`config.mk`:
```
export PLATFORM = sky130hd
export DESIGN_NAME = clk_src_ctl
export DESIGN_NICKNAME = d
export VERILOG_FILES = /design/src/rtl/clk_src_ctl.sv
export SDC_FILE = /design/constraint.sdc
export NUM_CORES = 1
export LEC_CHECK = 0
export ABC_AREA = 1
export BUFFER_PORTS_ARGS = -buffer_cell sky130_fd_sc_hd__clkbuf_2
export CAP_MARGIN = 20
export CORE_MARGIN = 1
export CORE_UTILIZATION = 46
export DETAILED_ROUTE_END_ITERATION = 7
export PLACE_DENSITY = 0.8
export REMOVE_ABC_BUFFERS = 1
export SLEW_MARGIN = 25
export SYNTH_ARGS = -nofsm -noshare
export SYNTH_HDL_FRONTEND = slang
export SYNTH_SLANG_ARGS = --single-unit
```
`constraint.sdc`:
```
create_clock -name clk -period 2.22 [get_ports clk]
set_input_delay 0.666 -clock clk [delete_from_list [all_inputs] [get_ports clk]]
set_output_delay 0.666 -clock clk [all_outputs]
set_load 0.01 [all_outputs]
```
`src/rtl/clk_src_ctl.sv`:
```
module clk_src_ctl #(
  parameter int unsigned DW        = 32,
  parameter int unsigned FW        = 32,
  parameter logic [3:0]  RST_RANGE = 4'd6
) (
  input  logic          clk,
  input  logic          rst_n,
  input  logic          wr_en,
  input  logic [1:0]    wr_sel,
  input  logic [DW-1:0] wr_data,
  input  logic [1:0]    sws,
  input  logic [1:0]    pll_src,
  output logic [DW-1:0] ctrl_q,
  output logic [3:0]    stby_q,
  output logic [3:0]    ie_q,
  output logic [3:0]    flags_q,
  output logic          irq,
  output logic [FW-1:0] ms_freq_hz
);
  localparam int MS_EN = 0, MS_RDY = 1, RSEL = 2, RNG_LO = 4;
  localparam int HI_EN = 8, HI_RDY = 10, EXT_EN = 16, EXT_RDY = 17;
  localparam int PLL_EN = 24, PLL_RDY = 25;
  localparam logic [DW-1:0] RO_MASK = (DW'(1) << MS_RDY) | (DW'(1) << HI_RDY) |
                                      (DW'(1) << EXT_RDY) | (DW'(1) << PLL_RDY);
  localparam logic [DW-1:0] WR_MASK = (DW'(1) << MS_EN) | (DW'(1) << RSEL) |
                                      (DW'(15) << RNG_LO) | (DW'(1) << HI_EN) |
                                      (DW'(1) << EXT_EN) | (DW'(1) << PLL_EN);
  localparam int unsigned NRANGE = 12;
  localparam logic [DW-1:0] RST_CTRL = (DW'(1) << MS_EN) | (DW'(1) << MS_RDY) |
                                       (DW'(1) << RSEL) | (DW'(RST_RANGE) << RNG_LO);

  function automatic logic [FW-1:0] range_hz(input logic [3:0] idx);
    case (idx)
      4'd0:  range_hz = FW'(100_000);
      4'd1:  range_hz = FW'(200_000);
      4'd2:  range_hz = FW'(400_000);
      4'd3:  range_hz = FW'(800_000);
      4'd4:  range_hz = FW'(1_000_000);
      4'd5:  range_hz = FW'(2_000_000);
      4'd6:  range_hz = FW'(4_000_000);
      4'd7:  range_hz = FW'(8_000_000);
      4'd8:  range_hz = FW'(16_000_000);
      4'd9:  range_hz = FW'(24_000_000);
      4'd10: range_hz = FW'(32_000_000);
      default: range_hz = FW'(48_000_000);
    endcase
  endfunction

  wire ctl_wr = wr_en && (wr_sel == 2'd0);
  wire pll_busy = (sws == 2'b11);
  wire ext_busy = (sws == 2'b10) || (pll_src == 2'd3);
  wire hi_busy  = (sws == 2'b01) || (pll_src == 2'd2);
  wire ms_busy  = (sws == 2'b00) || (pll_src == 2'd1);

  logic [DW-1:0] cand, ctrl_n;
  logic [3:0]    rdy_ev, idx;
  logic [FW-1:0] freq_n;
  logic          ms_run;

  assign cand = (ctrl_q & RO_MASK) | (wr_data & WR_MASK);
  assign idx  = cand[RSEL] ? cand[RNG_LO +: 4] : stby_q;

  always_comb begin
    ctrl_n = cand;
    rdy_ev = '0;
    freq_n = ms_freq_hz;
    if (pll_busy) ctrl_n[PLL_EN] = 1'b1;
    else begin
      ctrl_n[PLL_RDY] = cand[PLL_EN];
      rdy_ev[3] = cand[PLL_EN];
    end
    if (ext_busy) ctrl_n[EXT_EN] = 1'b1;
    else begin
      ctrl_n[EXT_RDY] = cand[EXT_EN];
      rdy_ev[2] = cand[EXT_EN];
    end
    if (hi_busy) begin
      ctrl_n[HI_EN]  = 1'b1;
      ctrl_n[HI_RDY] = 1'b1;
      rdy_ev[1] = 1'b1;
    end else begin
      ctrl_n[HI_RDY] = cand[HI_EN];
      rdy_ev[1] = cand[HI_EN];
    end
    if (ms_busy) begin
      ctrl_n[MS_EN]  = 1'b1;
      ctrl_n[MS_RDY] = 1'b1;
      rdy_ev[0] = !ctrl_q[MS_EN];
      ms_run = 1'b1;
    end else begin
      ctrl_n[MS_RDY] = cand[MS_EN];
      rdy_ev[0] = cand[MS_EN];
      ms_run = cand[MS_EN];
    end
    if (!ms_run) freq_n = '0;
    else if (idx < 4'(NRANGE)) freq_n = range_hz(idx);
    else ctrl_n[RNG_LO +: 4] = ctrl_q[RNG_LO +: 4];
  end

  always_ff @(posedge clk) begin
    if (!rst_n) begin
      ctrl_q     <= RST_CTRL;
      stby_q     <= RST_RANGE;
      ie_q       <= '0;
      flags_q    <= '0;
      ms_freq_hz <= range_hz(RST_RANGE);
    end else if (wr_en) begin
      case (wr_sel)
        2'd0: begin
          ctrl_q     <= ctrl_n;
          ms_freq_hz <= freq_n;
          flags_q    <= flags_q | (rdy_ev & ie_q);
        end
        2'd1: ie_q    <= wr_data[3:0];
        2'd2: flags_q <= flags_q & ~wr_data[3:0];
        default: stby_q <= wr_data[3:0];
      endcase
    end
  end

  assign irq = |(flags_q & ie_q);


  pll_hold_chk: assert property (@(posedge clk) disable iff (!rst_n)
    (ctl_wr && pll_busy) |=> ctrl_q[PLL_EN]);

  ext_hold_chk: assert property (@(posedge clk) disable iff (!rst_n)
    (ctl_wr && ext_busy) |=> ctrl_q[EXT_EN]);

  hi_force_chk: assert property (@(posedge clk) disable iff (!rst_n)
    (ctl_wr && hi_busy) |=> (ctrl_q[HI_EN] && ctrl_q[HI_RDY]));

  ms_rdy_chk: assert property (@(posedge clk) disable iff (!rst_n)
    ctrl_q[MS_RDY] == ctrl_q[MS_EN]);

  ms_off_chk: assert property (@(posedge clk) disable iff (!rst_n)
    !ctrl_q[MS_EN] |-> (ms_freq_hz == '0));

  flag_clr_chk: assert property (@(posedge clk) disable iff (!rst_n)
    (wr_en && wr_sel == 2'd2 && wr_data[0]) |=> !flags_q[0]);
endmodule

```
Word-level counts from Yosys, hierarchy flattened
Memories as Yosys holds them, arrays and structs flattened.
Index checks and enable logic that the tools add are counted.
Cells by class
  $lt $le $gt $ge: 1
  equal/unequal tests: 9
  muxes and demuxes: 15
  bitwise gates (word level): 7
  reduce and logical (&&, ||, !) cells: 14
Operators by type and width (count)
  2-to-1 mux 32 bit: 2
  bitwise OR 26 x 25 -> 26 bit: 1
  bitwise AND 4 bit: 3
  2-to-1 mux 4 bit: 3
  == test 2 bit, second input constant: 5
  2-to-1 mux 1 bit: 9
  one-hot mux 4 bit (2 select lines): 1
  AND reduction 2 bit: 4
  == test 2 x 1 -> 1 bit, second input constant: 3
  logical NOT 2 bit: 2
  less-than comparator 4 bit, second input constant: 1
  NOT 4 bit: 1
  bitwise OR 4 bit: 1
  OR reduction 4 bit: 1
  logical OR 1 bit: 3
  AND reduction 3 bit: 1
  OR reduction 3 bit: 1
  != test 2 x 1 -> 1 bit, second input constant: 1
  nonzero test 2 bit: 1
  logical NOT 1 bit: 1
  NOT 1 bit: 1
Word-level totals
  flip-flop bits (word level): 76
  bits in read-only memories: 336
  input port bits: 41
  word-level logic and storage cells: 53
  memories: 1
Memory list
  (name not given): words 16, bits a word 21, rd ports 1, clocked after Yosys merged registers in 0, write ports 0, RTL line 33  | case (idx)

Longest topological paths before layout
Gate-level depths: netlist (run 1).
  word-level depth: 6
  gate-level depth with buffers: 11
  depth with buffers taken out: 11

Least setup slack after synthesis (run 1)
No wires, ideal clock.
  path type: input port to flip-flop
  start: input port wr_data[2]
  end: register ms_freq_hz[24]
  arrival: 1.851 ns
  path slack: 0.297 ns
  stages on the path: 7
  buffers on the path: 0
  path through: inv_2 -> o21ai_1 -> inv_1 -> ha_1 -> nand3_1 -> or2_1 -> a21oi_1
Between the ends
  longest elaborated chain between the ends: 5
  elaborated cells on any way between the ends: 8
RTL lines
  start: declaration: RTL line 10  | input logic [DW-1:0] wr_data,
  bitwise OR 26 x 25 -> 26 bit (*): RTL line 60  | assign cand = (ctrl_q & RO_MASK) | (wr_data & WR_MASK);
  2-to-1 mux 4 bit (*): RTL line 61  | assign idx = cand[RSEL] ? cand[RNG_LO +: 4] : stby_q;
  memory (16 x 21 bit) / less-than comparator 4 bit (equally long branches)
  2-to-1 mux 32 bit / != test 2 x 1 -> 1 bit (equally long branches)
  2-to-1 mux 32 bit / AND reduction 3 bit (equally long branches)
  end signal: assignment: RTL line 106  | ms_freq_hz <= range_hz(RST_RANGE);
  end signal: assignment: RTL line 111  | ms_freq_hz <= freq_n;
  end: declaration: RTL line 18  | output logic [FW-1:0] ms_freq_hz
Mark *: on every way between the ends. The rest lies on a longest branch, timed or not. The select of a mux whose other input is x is not followed.
A chain may end at the register's enable or synchronous reset.

Final worst setup path (run 1)
Same ends and word-level chain as after synthesis.

==> metrics.md, run 1 <==
| Metric | Value |
|---|---|
| Post-route design area | `0.00284 mm^2` |
| CP most frequent cell | `nand2_1` |
| HPWL Detailed | `4.07 mm` |
| Placed Area | `0.00271 mm^2` |
| Critical path type | `in -> reg` |
| Initial antenna violation count | `0` |
| # IOs | `118` |
| Fmax achieved | `0.539 GHz` |
| CP Max Fanout | `8` |
| Worst skew pair latency | `300 ps` |
| DRT Pass-1 Iters | `6` |
| Flip-flop and latch area | `881 um^2` |
| Pre-CTS setup slack | `101 ps` |
| Area Growth Syn to Fin | `16.6%` |
| Adder-Cell Fraction of Synth Area | `3.08%` |
| Most instantiated library cell after synthesis | `nand2_1` |
| Hold Path Depth | `2` |
| Clock skew | `8.71 ps` |
| Fillers | `497` |
| #FFs+latches synth | `44` |
| Post-CTS Setup Repair Bufs | `0` |
| Starting Density | `47.7%` |
| TritonCTS clock tree | `yes` |
| Pwr/cell area | `643 mW/mm^2` |
| Reg2reg start | `stby_q[0]$_SDFFE_PN0P_` |
| Cell family with most CP delay | `simple AND/OR/NAND/NOR gates` |
| Hold WC Path Type | `reg -> reg` |
| Core area | `0.00511 mm^2` |
| Die Y | `74.8 um` |
| First-pass GRT wire length | `8.89 mm` |
| Slowest stage delay, CP | `310 ps` |
| H-tree levels | `2` |
| Row Count | `26` |
| Final Wtd Congestion | `0.886` |
| Max Cap Viol | `0` |
| Yosys top cell area share | `36.2%` |
| Final hold vios | `0` |
| Leakage | `1.42 nW` |
| Mapped cell area | `0.00244 mm^2` |
| Die area | `0.00559 mm^2` |
| Worst vdd ir | `0.321 mV` |
| Req. time, crit path | `2450 ps` |
| Area fraction in and, or, nand and nor cells after synthesis | `27.9%` |
| Syn_area_per_cell | `7.14 um^2` |
| CTS buffer count | `5` |
| Complex-gate fraction of the synthesized area | `15.4%` |
| Worst r2r dst | `ms_freq_hz[24]$_SDFFE_PN0P_` |
| Post-cts resize count | `0` |
| Clock transition at path regs | `80 ps` |
| Dominant cell type by area after synthesis | `dfxtp_1` |
| CTS sink cnt | `44` |
| Xor/xnor cell area share of the yosys netlist | `0%` |
| RSZ-0062 raised after global routing | `false` |
| Final wirelength | `5.49 mm` |
| Setup crit end kind | `flop` |
| Mux share of post-synthesis cell area | `0%` |
| Top FF cell, synth | `dfxtp_1` |
| Diode count | `0` |
| Hold path start | `ms_freq_hz[25]$_SDFFE_PN0P_` |
| Vias | `2,306` |
| Main combinational cell family by area after synthesis | `simple AND/OR/NAND/NOR gates` |
| CP Buf/Inv Count | `3` |
| Final Max Slew Viols | `0` |
| Vias in the first global route | `1,972` |
| Asr flop ratio synth | `0%` |
| Largest net degree at the start of global routing | `26` |
| Post-Syn Instances | `341` |
| Nets | `456` |
| Status | `finished, final reports clean` |
| Grt total ovfl | `0` |
| Worst reg-to-reg path cell count | `7` |
| Ratio of cells with drive above 1 in the final layout | `25.4%` |
| Final WS setup | `365 ps` |
| Minimum clock period | `1850 ps` |
| Vias per cell | `4.80` |
| Critical Path, Cell by Cell | `clkbuf_2, inv_2, nand2_1, nand2_1, inv_1, ha_1, nand3_1, or2_1, a21oi_1` |
| Final setup violation count | `0` |
| Post-synth top cells | `nand2_1 (88), dfxtp_1 (44), buf_4 (33), a21oi_1 (32), nor2_1 (26)` |
| Footprint of the multi-input gates | `0.00124 mm^2` |
| Startpoint types | `input port` |
| Slowest CP cell | `ha_1` |
| Post-synthesis cell type count | `31` |
| Post-CTS Hold Fix Bufs | `0` |
| Number of synthesized flops with an enable pin | `0` |
| Gr usage total | `20.7%` |
| YS warnings | `0` |
| Clock Tree Root | `clkbuf_8` |
| DRC | `0` |
| Clk buf depth | `2` |
| Hold EP | `ms_freq_hz[25]$_SDFFE_PN0P_` |
| Port Buffer Count | `66` |
| Final worst-path cycle share | `83.5%` |
| Avg WL per Cell | `11.4 um` |
| Top area cells in the synthesized netlist | `dfxtp_1 (36%), nand2_1 (14%), buf_4 (10%), a21oi_1 (6.6%), nor2_1 (4.0%)` |
| Reg2Reg Setup Slack | `630 ps` |
| DRT antenna net count | `0` |
| Critical path data arrival time | `2090 ps` |
| Die X | `74.8 um` |
| Drt initial violations | `113` |
| Seq/Total Area, Yosys | `36.2%` |
| Setup TNS | `0 ps` |
metal layers:
| metal | routed length [um] | part of all wire, % | global-route usage [%] |
|---|---|---|---|
| met5 | 0 | 0 | 0 |
| met3 | 298 | 5.4 | 4.69 |
| met4 | 93 | 1.7 | 6.08 |
| met1 | 2500 | 45 | 27.2 |
| met2 | 2600 | 47 | 34.0 |
registers in the layout, summed over array words and instances, names as in the netlist:
name / flops
ms_freq_hz: 21
ctrl_q: 11
flags_q: 4
ie_q: 4
stby_q: 4
through the flow:
step / hold slack [ps] / utilization [%] / total power, mW / cells
final: 465 / 55.6 / 1.83 / 480
after global routing: 484 / 55.6 / 1.91 / 480
after CTS: 469 / 55.6 / 1.83 / 480
after detailed placement: 451 / 53.1 / 1.18 / 472
after global placement: 445 / 53.1 / 1.17 / 472
after floorplan: 486 / - / 1.06 / 329
cells in the final DEF, fill, tap and decap left out:
cell type / n
a31oi_1: 3
o211ai_1: 4
or2_1: 1
o21ai_1: 1
nand2_2: 4
a211oi_1: 1
nor2_2: 1
o21a_1: 1
a22oi_1: 1
dfxtp_1: 44
a21oi_2: 2
clkinv_4: 1
buf_4: 7
nor3_1: 2
nand2_4: 5
o21ai_0: 19
clkbuf_8: 7
conb_1: 30
nor2_1: 26
a21oi_1: 32
clkbuf_2: 66
o211ai_2: 2
nand3_1: 16
nand4_1: 6
nand2_1: 88
inv_1: 24
inv_2: 6
bufinv_16: 1
ha_1: 6
nand3b_1: 1
nor2_4: 2
power by group:
part           internal [mW]  switching (mW)
Combinational          0.108           0.214
Sequential             0.820          0.0213
Clock                  0.397           0.266
Total                   1.32           0.501
how the worst max path moves through the flow:
stage / startpoint / to / slack (ps) / cells after the start
floorplan: wr_data[2] / ms_freq_hz[24]$_SDFFE_PN0P_ / 290 / 7
global placement: wr_data[2] / ms_freq_hz[11]$_SDFFE_PN1P_ / 110 / 12
detailed placement: wr_data[2] / ms_freq_hz[17]$_SDFFE_PN0P_ / 100 / 12
CTS: wr_data[2] / ms_freq_hz[24]$_SDFFE_PN0P_ / 370 / 9
global route: wr_data[2] / ms_freq_hz[17]$_SDFFE_PN0P_ / 190 / 12
finish: wr_data[2] / ms_freq_hz[24]$_SDFFE_PN0P_ / 370 / 9
area by class of cell:
class / instances / area share (%)
multi-input combinational: 254 / 43.7
tap: 70 / 3.08
clock buffer: 7 / 3.39
timing repair buffer: 73 / 13.5
clock inverter: 1 / 1.06
sequential: 44 / 31.0
inverter: 31 / 4.27
worst min-delay path, stage by stage, from the launching register on:
cell and delay, ps:
dfxtp_1 320, nand2_1 60, a21oi_1 50
logic make-up after synthesis:
family,count (synthesis)
AO/OA/AOI/OAI,66
adder cells (fa/ha/maj),6
flip-flops,44
other,1
buffers and inverters,72
AND/OR/NAND/NOR,152
Power figures use the tool's default switching activity.
==> run 2, diff against run 1 <==
==> constraint.sdc (replaced) <==
create_clock -name clk -period 1.8 [get_ports clk]
set_input_delay 0.54 -clock clk [delete_from_list [all_inputs] [get_ports clk]]
set_output_delay 0.54 -clock clk [all_outputs]
set_load 0.01 [all_outputs]
==> run 2 against run 1 <==
Combinational power increased by 30%. Critical path depth increased by 3. Global-route usage about the same. Register-to-register slack worse by 350 ps. Sequential power grew 24%. Clock skew fell by 5.2 ps. Non-clock buffer count grew 11. Final area increased by 2.2%.
==> metrics.md, run 2 (synthesis results as in run 1) <==
| Metric | Value |
|---|---|
| DRC | `0 (unchanged)` |
| Drt initial violations | `118 (was 113)` |
| CTS sink cnt | `44 (unchanged)` |
| TritonCTS clock tree | `yes (unchanged)` |
| Largest register FFs | `21 (unchanged)` |
| Final Wtd Congestion | `0.884 (was 0.886)` |
| Critical path data arrival time | `1770 ps (was 2090 ps)` |
| Critical path type | `in -> reg (unchanged)` |
| First-pass GRT wire length | `8.95 mm (was 8.89 mm)` |
| Post-CTS Setup Repair Bufs | `0 (unchanged)` |
| Vias | `2,301 (was 2,306)` |
| Grt total ovfl | `0 (unchanged)` |
| Vias per cell | `4.69 (was 4.80)` |
| Avg WL per Cell | `11.1 um (was 11.4 um)` |
| Minimum clock period | `1600 ps` |
| Die area | `0.00559 mm^2 (unchanged)` |
| # IOs | `118 (unchanged)` |
| DRT Pass-1 Iters | `4 (was 6)` |
| Final wirelength | `5.46 mm (was 5.49 mm)` |
| Final hold vios | `0 (unchanged)` |
| Clk buf depth | `2 (unchanged)` |
| Switching power | `0.613 mW (was 0.501 mW)` |
| DRT antenna net count | `0 (unchanged)` |
| Gr usage total | `20.7% (about the same)` |
| CTS buffer count | `5 (unchanged)` |
| Die Y | `74.8 um (unchanged)` |
| Final setup violation count | `0 (unchanged)` |
| Setup crit end kind | `flop (unchanged)` |
| Worst skew pair latency | `300 ps (about the same)` |
| Diode count | `0 (unchanged)` |
| Vias in the first global route | `2,030 (was 1,972)` |
| Row Count | `26 (unchanged)` |
| RSZ-0062 raised after global routing | `false (unchanged)` |
| Status | `finished, final reports clean (unchanged)` |
| Final worst-path cycle share | `88.9%` |
| Largest net degree at the start of global routing | `26 (unchanged)` |
| Final Max Slew Viols | `0 (unchanged)` |
| Ratio of cells with drive above 1 in the final layout | `27.1% (was 25.4%)` |
| Clock network power share | `30.3% (was 36.3%)` |
| Setup TNS | `0 ps (unchanged)` |
| Pre-CTS setup slack | `-108 ps (was 101 ps)` |
| Post-CTS Hold Fix Bufs | `0 (unchanged)` |
| Area Growth Syn to Fin | `19.1% (was 16.6%)` |
| Clock skew | `3.54 ps (was 8.71 ps)` |
| Max Cap Viol | `0 (unchanged)` |
| Die X | `74.8 um (unchanged)` |
| Finished Layout Cells | `491 (was 480)` |
| HPWL Detailed | `4.23 mm (was 4.07 mm)` |
| Power Internal | `1.48 mW (was 1.33 mW)` |
| Commonest non-fill, non-tap cell in the layout | `nand2_1 (unchanged)` |
| Clock transition at path regs | `80 ps (about the same)` |
| Startpoint types | `input port (unchanged)` |
| Grt met2 use | `34.3% (was 34.0%)` |
| Sw Ratio | `29.3% (was 27.5%)` |
| Largest reg by FF count | `ms_freq_hz (unchanged)` |
| Req. time, crit path | `1970 ps (was 2450 ps)` |
| Reg power frac | `49.7% (was 46.1%)` |
| Placed Area | `0.00281 mm^2 (was 0.00271 mm^2)` |
| Port Buffer Count | `66 (unchanged)` |
| Fmax achieved | `0.625 GHz` |
| DP Cell Count | `483 (was 472)` |
| Fillers | `484 (was 497)` |
| Biggest regs | `ms_freq_hz (21), ctrl_q (11) (unchanged)` |
| Comb pwr share | `20.0% (was 17.6%)` |
| Final WS setup | `199 ps (was 365 ps)` |
| Clock Tree Root | `clkbuf_8 (unchanged)` |
| Hold WC Path Type | `reg -> reg (unchanged)` |
| CP Max Fanout | `5 (was 8)` |
| Pwr/cell area | `720 mW/mm^2 (was 643 mW/mm^2)` |
| Post-route design area | `0.00290 mm^2 (was 0.00284 mm^2)` |
| Most frequent cells in the layout | `nand2_1 (88), clkbuf_2 (66), dfxtp_1 (44) (unchanged)` |
| Reg2Reg Setup Slack | `280 ps (was 630 ps)` |
| Starting Density | `47.7% (unchanged)` |
| Initial antenna violation count | `0 (unchanged)` |
| Post-cts resize count | `0 (unchanged)` |
| Leakage | `1.46 nW (was 1.42 nW)` |
| Core area | `0.00511 mm^2 (unchanged)` |
| GR Util met3 | `4.69% (unchanged)` |
| Nets | `467 (was 456)` |
| Busiest layer in global routing | `met2 (unchanged)` |
| H-tree levels | `2 (unchanged)` |
| Worst vdd ir | `0.332 mV (was 0.321 mV)` |
| GRT met1 Usage | `26.0% (was 27.2%)` |
==> run 2: changes by cell type in the layout (fill, tap and decap cells not counted), sizes merged <==
cell    previous run  this run
buf                7        18
bufinv             1         0
clkbuf            73        74
==> run 2: metrics by stage <==
stage               hold slack, ps  power, mW  utilization, %
CTS                            465       2.10            56.8
global route                   485       2.20            56.8
detailed placement             446       1.47            55.0
floorplan                      486       1.31               -
finish                         462       2.09            56.8
global placement               445       1.47            55.0
==> run 2: power groups by stage <==
stage                     logic, mW  registers, mW  clock network, mW
after floorplan               0.234           1.08                  0
after global placement        0.406           1.06                  0
after detailed placement      0.414           1.06                  0
after CTS                     0.416           1.04              0.645
after global routing          0.477           1.04              0.679
final                         0.418           1.04              0.633
==> run 2: critical path: stages <==
cell and delay (ps):
clkbuf_2 120, inv_2 90, nand2_1 60, nand2_1 130, inv_1 100, ha_1 310
inv_1 70, nand2_1 70, o21ai_0 80, nand2_1 80, nand2_1 60, a21oi_1 60
==> run 2: final timing paths <==
kind,startpoint,endpoint,depth (start not counted)
max reg2reg,stby_q[0]$_SDFFE_PN0P_,ms_freq_hz[17]$_SDFFE_PN0P_,10
min,ms_freq_hz[21]$_SDFFE_PN1P_,ms_freq_hz[21]$_SDFFE_PN1P_,2
min reg2reg,ms_freq_hz[21]$_SDFFE_PN1P_,ms_freq_hz[21]$_SDFFE_PN1P_,2
max,wr_data[2],ms_freq_hz[17]$_SDFFE_PN0P_,12
==> run 2: cell type report <==
cell class	count	area (um^2)	area share, %
tap	70	87.6	3.02
inverter	31	121	4.18
timing repair buffer	84	478	16.5
sequential	44	881	30.4
clock buffer	8	90.1	3.10
multi-input combinational	254	1240	42.9
==> run 2: layer usage <==
| metal | routed length [um] | vias to the layer above |
|---|---|---|
| li1 | - | 1196 |
| met1 | 2450 | 1028 |
| met2 | 2590 | 69 |
| met3 | 315 | 8 |
| met4 | 100 | 0 |
| met5 | 0 | - |
